<file path="config.mk">
export PLATFORM = sky130hd
export DESIGN_NAME = csc_pipe
export DESIGN_NICKNAME = d
export VERILOG_FILES = /design/src/rtl/csc_pkg.sv /design/src/rtl/csc_mac.sv /design/src/rtl/csc_round_sat.sv /design/src/rtl/csc_pipe.sv
export SDC_FILE = /design/constraint.sdc
export NUM_CORES = 1
export LEC_CHECK = 0
export BUFFER_PORTS_ARGS = -buffer_cell sky130_fd_sc_hd__buf_2
export CAP_MARGIN = 0
export CORE_UTILIZATION = 46
export CTS_CLUSTER_DIAMETER = 150
export DETAILED_ROUTE_END_ITERATION = 8
export PLACE_DENSITY = 0.65
export SLEW_MARGIN = 20
export SYNTH_ARGS = -nofsm -noshare
export SYNTH_HDL_FRONTEND = slang
export SYNTH_SLANG_ARGS = --single-unit
export TNS_END_PERCENT = 20
</file>
<file path="constraint.sdc">
create_clock -name clk -period 10.2 [get_ports clk]
set_input_delay 2.04 -clock clk [delete_from_list [all_inputs] [get_ports clk]]
set_output_delay 2.04 -clock clk [all_outputs]
set_load 0.03 [all_outputs]
</file>
<file path="src/rtl/csc_pkg.sv">
package csc_pkg;

   typedef enum logic {
      CSC_TO_YCC = 1'b0,
      CSC_TO_RGB = 1'b1
   } csc_dir_e;

   localparam int CSC_NCH = 3;

   // weights in thousandths; row = output channel, col = input channel
   function automatic int milli_coef(input bit to_rgb, input int row, input int col);
      int k;
      k = 0;
      if (!to_rgb) begin
         case (row * 3 + col)
            0: k = 257;
            1: k = 504;
            2: k = 98;
            3: k = -148;
            4: k = -291;
            5: k = 439;
            6: k = 439;
            7: k = -368;
            8: k = -71;
            default: k = 0;
         endcase
      end else begin
         case (row * 3 + col)
            0: k = 1164;
            1: k = 0;
            2: k = 1596;
            3: k = 1164;
            4: k = -392;
            5: k = -813;
            6: k = 1164;
            7: k = 2017;
            8: k = 0;
            default: k = 0;
         endcase
      end
      return k;
   endfunction

   // nearest-integer scaling of a thousandths weight to 2^frac
   function automatic int scale_coef(input int milli, input int frac);
      int mag;
      int s;
      mag = (milli < 0) ? -milli : milli;
      s   = (mag * (1 << frac) + 500) / 1000;
      return (milli < 0) ? -s : s;
   endfunction

   // offset removed from an input channel, at 8-bit scale
   function automatic int in_bias8(input bit to_rgb, input int col);
      if (!to_rgb) return 0;
      return (col == 0) ? 16 : 128;
   endfunction

   // offset added to an output channel, at 8-bit scale
   function automatic int out_bias8(input bit to_rgb, input int row);
      if (to_rgb) return 0;
      return (row == 0) ? 16 : 128;
   endfunction

endpackage

</file>
<file path="src/rtl/csc_mac.sv">
module csc_mac #(
   parameter int DATA_W = 8,
   parameter int FRAC   = 10,
   parameter int ROW    = 0,
   parameter int ACC_W  = 24
) (
   input  logic                       to_rgb,
   input  logic [3*DATA_W-1:0]        px,
   output logic signed [ACC_W-1:0]    acc
);
   import csc_pkg::*;

   localparam int CW = FRAC + 4;
   localparam int DW = DATA_W + 2;
   localparam int SH = DATA_W - 8;
   localparam logic signed [ACC_W-1:0] OB_FWD =
      ACC_W'((out_bias8(1'b0, ROW) << SH) << FRAC);
   localparam logic signed [ACC_W-1:0] ACC_ZERO = '0;

   for (genvar c = 0; c < CSC_NCH; c++) begin : g_col
      localparam logic signed [CW-1:0] K_FWD = CW'(scale_coef(milli_coef(1'b0, ROW, c), FRAC));
      localparam logic signed [CW-1:0] K_REV = CW'(scale_coef(milli_coef(1'b1, ROW, c), FRAC));
      localparam logic signed [DW-1:0] B_REV = DW'(in_bias8(1'b1, c) << SH);
      localparam logic signed [DW-1:0] B_NONE = '0;

      logic [DATA_W-1:0]        x;
      logic signed [DW-1:0]     d;
      logic signed [CW-1:0]     k;
      logic signed [ACC_W-1:0]  t;

      always_comb begin
         x = px[(CSC_NCH-1-c)*DATA_W +: DATA_W];
         d = $signed({2'b00, x}) - (to_rgb ? B_REV : B_NONE);
         k = to_rgb ? K_REV : K_FWD;
         t = ACC_W'(d) * ACC_W'(k);
      end
   end

   always_comb begin
      acc = g_col[0].t + g_col[1].t + g_col[2].t + (to_rgb ? ACC_ZERO : OB_FWD);
   end

endmodule

</file>
<file path="src/rtl/csc_round_sat.sv">
module csc_round_sat #(
   parameter int ACC_W  = 24,
   parameter int FRAC   = 10,
   parameter int DATA_W = 8
) (
   input  logic signed [ACC_W-1:0] acc,
   output logic [DATA_W-1:0]       q
);
   localparam logic signed [ACC_W-1:0] HALF =
      {{(ACC_W-FRAC){1'b0}}, 1'b1, {(FRAC-1){1'b0}}};
   localparam logic signed [ACC_W-1:0] MAXV =
      {{(ACC_W-DATA_W){1'b0}}, {DATA_W{1'b1}}};

   logic signed [ACC_W-1:0] biased;
   logic signed [ACC_W-1:0] whole;

   always_comb begin
      biased = acc + HALF;
      whole  = biased >>> FRAC;
      if (whole[ACC_W-1]) begin
         q = '0;
      end else if (whole > MAXV) begin
         q = '1;
      end else begin
         q = whole[DATA_W-1:0];
      end
   end

endmodule

</file>
<file path="src/rtl/csc_pipe.sv">
module csc_pipe #(
   parameter int DATA_W = 8,
   parameter int FRAC   = 10
) (
   input  logic                  clk,
   input  logic                  rst,
   input  logic                  in_valid,
   input  logic                  in_mode,
   input  logic [3*DATA_W-1:0]   in_pix,
   output logic                  out_valid,
   output logic [3*DATA_W-1:0]   out_pix
);
   import csc_pkg::*;

   localparam int PIX_W = CSC_NCH * DATA_W;
   localparam int ACC_W = DATA_W + FRAC + 6;
   localparam int SH    = DATA_W - 8;

   if (DATA_W < 8 || DATA_W > 12) begin : g_bad_data_w
      $error("csc_pipe: DATA_W must lie in 8..12");
   end
   if (FRAC < 2 || FRAC > 16) begin : g_bad_frac
      $error("csc_pipe: FRAC must lie in 2..16");
   end

   // stage 0: input register
   logic              v0;
   csc_dir_e          m0;
   logic [PIX_W-1:0]  p0;

   always_ff @(posedge clk) begin
      if (rst) v0 <= 1'b0;
      else     v0 <= in_valid;
   end

   always_ff @(posedge clk) begin
      if (in_valid) begin
         m0 <= csc_dir_e'(in_mode);
         p0 <= in_pix;
      end
   end

   // stage 1: accumulator register; stage 2: output register
   logic      v1;
   csc_dir_e  m1;
   csc_dir_e  m2;

   always_ff @(posedge clk) begin
      if (rst) begin
         v1        <= 1'b0;
         out_valid <= 1'b0;
      end else begin
         v1        <= v0;
         out_valid <= v1;
      end
   end

   always_ff @(posedge clk) begin
      if (v0) m1 <= m0;
      if (v1) m2 <= m1;
   end

   for (genvar r = 0; r < CSC_NCH; r++) begin : g_ch
      logic signed [ACC_W-1:0] a_d;
      logic signed [ACC_W-1:0] a_q;
      logic [DATA_W-1:0]       q_d;
      logic [DATA_W-1:0]       o_q;

      csc_mac #(
         .DATA_W (DATA_W),
         .FRAC   (FRAC),
         .ROW    (r),
         .ACC_W  (ACC_W)
      ) i_mac (
         .to_rgb (m0 == CSC_TO_RGB),
         .px     (p0),
         .acc    (a_d)
      );

      always_ff @(posedge clk) begin
         if (v0) a_q <= a_d;
      end

      csc_round_sat #(
         .ACC_W  (ACC_W),
         .FRAC   (FRAC),
         .DATA_W (DATA_W)
      ) i_rs (
         .acc (a_q),
         .q   (q_d)
      );

      always_ff @(posedge clk) begin
         if (v1) o_q <= q_d;
      end
   end

   assign out_pix = {g_ch[0].o_q, g_ch[1].o_q, g_ch[2].o_q};

   // ---------------- assertions ----------------
   localparam logic [DATA_W-1:0] FWD_LO = DATA_W'(16 << SH);
   localparam logic [DATA_W-1:0] FWD_HI = DATA_W'(240 << SH);
   localparam logic [PIX_W-1:0]  NEUTRAL =
      {DATA_W'(16 << SH), DATA_W'(128 << SH), DATA_W'(128 << SH)};

   // a valid result traces back to a valid pixel three edges earlier
   p_valid_lat_r3: assert property (@(posedge clk) disable iff (rst)
      out_valid |-> $past(in_valid, 3));

   // the direction at the output is the one given with that pixel
   p_mode_held_r7: assert property (@(posedge clk) disable iff (rst)
      out_valid |-> (m2 == csc_dir_e'($past(in_mode, 3))));

   // a reset edge leaves no valid result behind it
   p_reset_clear_r8: assert property (@(posedge clk)
      rst |=> !out_valid);

   // forward results stay inside the studio range
   p_fwd_range_r9: assert property (@(posedge clk) disable iff (rst)
      (out_valid && m2 == CSC_TO_YCC) |->
         (out_pix[3*DATA_W-1:2*DATA_W] >= FWD_LO && out_pix[3*DATA_W-1:2*DATA_W] <= FWD_HI &&
          out_pix[2*DATA_W-1:DATA_W]   >= FWD_LO && out_pix[2*DATA_W-1:DATA_W]   <= FWD_HI &&
          out_pix[DATA_W-1:0]          >= FWD_LO && out_pix[DATA_W-1:0]          <= FWD_HI));

   // neutral YCbCr maps to black
   p_neutral_black_r2: assert property (@(posedge clk) disable iff (rst)
      (out_valid && $past(in_valid && in_mode && (in_pix == NEUTRAL), 3)) |->
         (out_pix == '0));

endmodule

</file>
==> results of run 1 <==
==> cell families (layout without fill, tap and decap cells) <==
family | Yosys count | in the layout | share of synthesized area
simple gates | 387 | 387 | 0.06724
xor+xnor | 177 | 177 | 0.05599
compound gates | 295 | 295 | 0.07158
fa+ha+maj | 1035 | 1035 | 0.5962
mux | 2 | 2 | 0.0007230
buf+inv | 766 | 838 | 0.1039
other cells | 2 | 25 | 0.0002712
flops | 97 | 97 | 0.1041
==> worst max-delay path, delay by kind of cell, from the launching register on <==
| family | cells | cell delay, ps |
|---|---|---|
| AOI/OAI and AO/OA | 8 | 1830 |
| xor gates and xnor gates | 2 | 250 |
| adders and majority gates | 11 | 4870 |
| buffers and inverters | 5 | 770 |
| DFF | 1 | 540 |
| and+or+nand+nor | 6 | 1160 |
==> state kept, by name (all words and copies together), names as in the netlist <==
name / cells
m0: 1
v1: 1
v0: 1
out_valid: 1
p0: 24
g_ch.o_q: 24
g_ch.a_q: 45
==> area by class of cell <==
| type | count | area, um2 | share of cell area |
|---|---|---|---|
| tap | 773 | 967.2 | 0.03290 |
| clock inverter | 7 | 52.55 | 0.001788 |
| timing repair buffer | 79 | 462.9 | 0.01575 |
| sequential | 97 | 2884 | 0.09811 |
| clock buffer | 9 | 225.2 | 0.007661 |
| inverter | 743 | 2789 | 0.09487 |
| multi-input combinational | 1921 | 22020 | 0.7489 |
==> cell usage after synthesis, types with 27 or more instances <==
cell type	instances	area, um2
a21oi_1	93	465.5
fa_1	474	9489
nor3_1	39	195.2
inv_1	741	2781
xnor2_1	124	1086
edfxtp_1	94	2823
nand2_1	74	277.8
a21o_1	34	255.2
o21ai_0	27	135.1
nor2_1	121	454.2
xor2_1	53	464.2
ha_1	561	7019
nand3_1	41	205.2
==> metrics by stage <==
stage / hold slack [ps] / instances / area [um2]
after floorplan: 648.6 / 2784 / 27780
after global placement: 638.5 / 3613 / 29120
after detailed placement: 653.8 / 3613 / 29120
after CTS: 673.3 / 3629 / 29400
after global routing: 697.2 / 3629 / 29400
final: 670.1 / 3629 / 29400
==> final timing paths <==
path | to | depth (start not counted) | startpoint
setup / recovery | g_ch[1].a_q[23] | 32 | m0
hold / removal | g_ch[2].a_q[10] | 0 | v0
setup reg to reg | g_ch[1].a_q[23] | 32 | m0
hold reg to reg | g_ch[2].a_q[10] | 0 | v0
==> metal layers <==
layer  global-route usage  vias up
met4              0.06821        0
met2               0.3952      415
met5                    0        -
met1               0.3275     9334
met3              0.02671       89
li1                     -     8906
==> summary.txt, run 1 <==
Status: finished with violations
Failing checks: DRC
Clock Skews: 14.53 ps
Initial antenna violation count: 1
Core area: 0.05924 mm2
Commonest non-fill, non-tap cells in the layout: 741 x inv_1, 561 x ha_1, 474 x fa_1
Slew margin rel.: 0.2713
Critical path type: reg2reg
Vias: 18,740
Commonest non-fill, non-tap cell in the layout: inv_1
CP startpoint kind: flip-flop
Hold_buf cts: 0
Fmax: 103.0 MHz
Setup_tns: 0 ps
Setup violations, final: 0
Worst skew pair latency: 400 ps
Cells after synthesis: 2,761
Ys flop type: edfxtp_1
Metal2 WL: 32,110 um
Final Wtd Congestion: 0.9458
Worst setup EP type: flip-flop
DP HPWL: 61,910 um
Die Width: 247.3 um
Final WL: 68,550 um
Num CTS Buffers: 9
Mapped Avg Cell Area: 10.03 um2
Die area: 0.06118 mm2
Final hold violations: 0
CTS tree: built
CTS Sinks: 97
Pins over their slew limit: 0
Pre-CTS worst setup slack: 556.4 ps
Clock transition at path regs: 80 ps
Cell Area, Synth: 0.02769 mm2
Hold crit path type: reg2reg
Crit path max fanout: 36
First-pass GRT wire length: 109,700 um
Fraction of registers with async set/reset: 0
Final worst path period share: 0.9518
Fill count: 5,471
R2R setup slack: 490 ps
CTS max path bufs: 2
ANT cells: 0
H-tree levels: 3
Resized cells post-CTS: 0
Post-CTS setup buffers: 0
Flops & latches, synth: 97
Initial DRC count: 876
Core Rows: 89
Cell mode on critical path: fa_1
Global route overflow: 0
WP data required: 10,340 ps
Met1 WL: 31,470 um
Root Driver: clkbuf_16
Finished Core Util: 0.4962
Die Height: 247.3 um
Slowest stage delay, CP: 590 ps
Met3 wire len: 3075 um
Uppermost layer routed: met4
PortBufs: 52
DR pass1 iterations: 9
Yosys warns: 0
Max_cap viols: 0
Final setup margin: 492.1 ps
Total track usage: 0.2380
Routed Antenna Nets: 0
Number of global-route vias before repair: 20,200
Starting Density: 0.4674
Post-route minimum period: 9708 ps
# IOs: 53
Vias per Instance: 5.165
Fraction of layout cells with a size suffix above 1: 0.04412
Final #Nets: 3,914
Data arrival time of the worst path: 9850 ps
Worst-Margin Slew: 1082 ps
Largest net degree at the start of global routing: 37
EDFF count, synth: 94
Residual DRC count: 6
Slowest-stage cell, CP: inv_2
Sequential fraction of the synthesis area: 0.1041
RSZ-0062 raised after global routing: false
Synthesis-to-finish area growth: 6.168%
WL/cell: 18.89 um
Distinct cell type count after synthesis: 70
Power of run 1 is not shown: default switching activity piles up to over one toggle a cycle in this logic, so the estimate is an artifact.
==> run 2, diff against run 1 <==
- ABC_AREA: default -> 1
==> run 2 against run 1 <==
Via count up 21%; final area up 9.9%; the run now ends clean; cell count up 24%; core utilization up 0.15 points; non-clock buffer count down 3; sequential share of layout area down 0.89 points; highest routed layer unchanged; die area up 10%; critical path depth unchanged; flip-flop and latch count unchanged; maximum frequency up 3.7%; clock skew up 14 ps.
==> summary.txt, run 2 <==
Fraction of layout cells with a size suffix above 1: 0.04259 (-0.001530)
Setup_tns: 0 ps (unchanged)
EDFF count, synth: 94 (unchanged)
Resized cells post-CTS: 0 (unchanged)
Initial antenna violation count: 1 (unchanged)
Mapped Avg Cell Area: 8.552 um2 (-15%)
Vias per Instance: 5.002 (-3.2%)
Number of flip-flops in the largest register: 45 (unchanged)
Ys flop type: edfxtp_1
PortBufs: 52 (unchanged)
Post-CTS setup buffers: 0 (unchanged)
Slew margin rel.: 0.2836 (+0.01235)
Worst-Margin Slew: 1071 ps (-11.06 ps)
Clock Skews: 28.94 ps (+14.41 ps)
Initial DRC count: 1,174 (+34%)
Hold crit path type: reg2reg
First-pass GRT wire length: 122,600 um (+12%)
Data arrival time of the worst path: 9530 ps (-320 ps)
Die Height: 259.4 um (+4.9%)
Critical path type: reg2reg
Number of global-route vias before repair: 23,350 (+16%)
Core area: 0.06493 mm2 (+9.6%)
Vias: 22,600 (+21%)
WP data required: 10,360 ps (+20 ps)
Top Registers: g_ch.a_q x45, g_ch.o_q x24, p0 x24
Final #Nets: 4,721 (+21%)
Fmax: 106.8 MHz (+3.7%)
Die Width: 259.4 um (+4.9%)
Die area: 0.06727 mm2 (+10%)
Routed Antenna Nets: 0 (unchanged)
Distinct cell type count after synthesis: 57 (-19%)
Commonest non-fill, non-tap cell in the layout: inv_1
Synthesis-to-finish area growth: 6.065% (about the same)
CP startpoint kind: flip-flop
H-tree levels: 3 (unchanged)
Core Rows: 93 (+4.5%)
Finished Core Util: 0.4977 (+0.001526)
Final Wtd Congestion: 0.9567 (+1.2%)
Num CTS Buffers: 9 (unchanged)
Largest net degree at the start of global routing: 47 (+27%)
DP HPWL: 67,980 um (+9.8%)
Final setup margin: 835.0 ps (+342.8 ps)
Setup violations, final: 0 (unchanged)
Pins over their slew limit: 0 (unchanged)
WL/cell: 16.78 um (-11%)
Count leader, synth: inv_1
Cells after synthesis: 3,563 (+29%)
Non-filler cells in the finished layout: 4,518 (+24%)
CTS tree: built
Yosys warns: 0 (unchanged)
Worst skew pair latency: 410 ps (about the same)
Register bank with the most flops: g_ch.a_q
Sequential fraction of the synthesis area: 0.09461 (-0.009504)
Status: completed
Synth cell count leaders: 938 x inv_1, 563 x nand2_1, 561 x ha_1
DR pass1 iterations: 8 (-1)
Flops & latches, synth: 97 (unchanged)
Global route overflow: 0 (unchanged)
Final worst path period share: 0.9181 (-0.03361)
Post-route minimum period: 9365 ps (-342.8 ps)
Pre-CTS worst setup slack: 940.4 ps (+384.0 ps)
Synth top area share: 0.3114 (-0.03128)
Commonest non-fill, non-tap cells in the layout: 938 x inv_1, 563 x nand2_1, 561 x ha_1
Residual DRC count: 0 (-6)
Synth area leader: fa_1
Cell Area, Synth: 0.03047 mm2 (+10%)
RSZ-0062 raised after global routing: false
Slowest stage delay, CP: 560 ps (-30 ps)
Synth top area cells: fa_1 31%, ha_1 23%, inv_1 12%, edfxtp_1 9.3%, nand2_1 6.9%
Crit path max fanout: 13 (-64%)
Root Driver: clkbuf_16
Clock transition at path regs: 100 ps (+20 ps)
Slowest-stage cell, CP: fa_1
ANT cells: 0 (unchanged)
Hold_buf cts: 0 (unchanged)
Max_cap viols: 0 (unchanged)
# IOs: 53 (unchanged)
CTS Sinks: 97 (unchanged)
Fraction of registers with async set/reset: 0 (unchanged)
Final hold violations: 0 (unchanged)
Starting Density: 0.4693 (+0.001893)
Final WL: 75,830 um (+11%)
CTS max path bufs: 2 (unchanged)
Placed insts: 4,502 (+25%)
Total track usage: 0.2362 (-0.001787)
Worst setup EP type: flip-flop
## run 2: per-layer routing
layer / global-route usage / vias to the layer above / wire length [um]
met1: 0.3025 / 10800 / 32970
met4: 0.07206 / 0 / 2167
met2: 0.3947 / 534 / 35500
met3: 0.05448 / 97 / 5191
met5: 0 / - / 0
li1: - / 11170 / -
## run 2: worst max-delay path: cells and delay by family, from the launching register on
family	cells	cell delay [ps]
adder cells (fa/ha/maj)	11	5140
AND/OR/NAND/NOR	9	1480
buffers and inverters	8	1080
AO/OA/AOI/OAI	3	570
flip-flops	1	540
XOR/XNOR	1	300
## run 2: layout make-up
cell class                 count  area (um2)
clock buffer                   9       225.2
inverter                     947        3558
clock inverter                 7       96.34
multi-input combinational   2527       24040
fill                        6299       32610
tap                          855        1070
timing repair buffer          76       440.4
sequential                    97        2884
## run 2: logic make-up (layout without fill, tap and decap cells)
kind of cell             after synthesis  in the layout  synth area share
AO/OA/AOI/OAI                        301            301           0.05675
XOR/XNOR                             148            148           0.04390
other                                  2             25         0.0002465
AND/OR/NAND/NOR                     1018           1018            0.1436
adder cells (fa/ha/maj)             1035           1035            0.5418
buffers and inverters                962           1039            0.1191
flip-flops                            97             97           0.09461
## run 2: final timing paths
| path | from | end | slack (ps) | depth (start not counted) |
|---|---|---|---|---|
| worst max register to register | m0 | g_ch[2].a_q[23] | 830 | 32 |
| worst max-delay path | m0 | g_ch[2].a_q[23] | 830 | 32 |
| worst min-delay path | v1 | g_ch[1].o_q[7] | 650 | 0 |
| worst min register to register | v1 | g_ch[1].o_q[7] | 650 | 0 |
## run 2: per-stage QoR
stage	cell area, um2	hold WS, ps
global placement	32000	657.1
finish	32320	654.4
detailed placement	32000	656.2
CTS	32320	670.9
floorplan	30560	646.9
global route	32320	690.2
Power of run 2 is left out for the same reason.
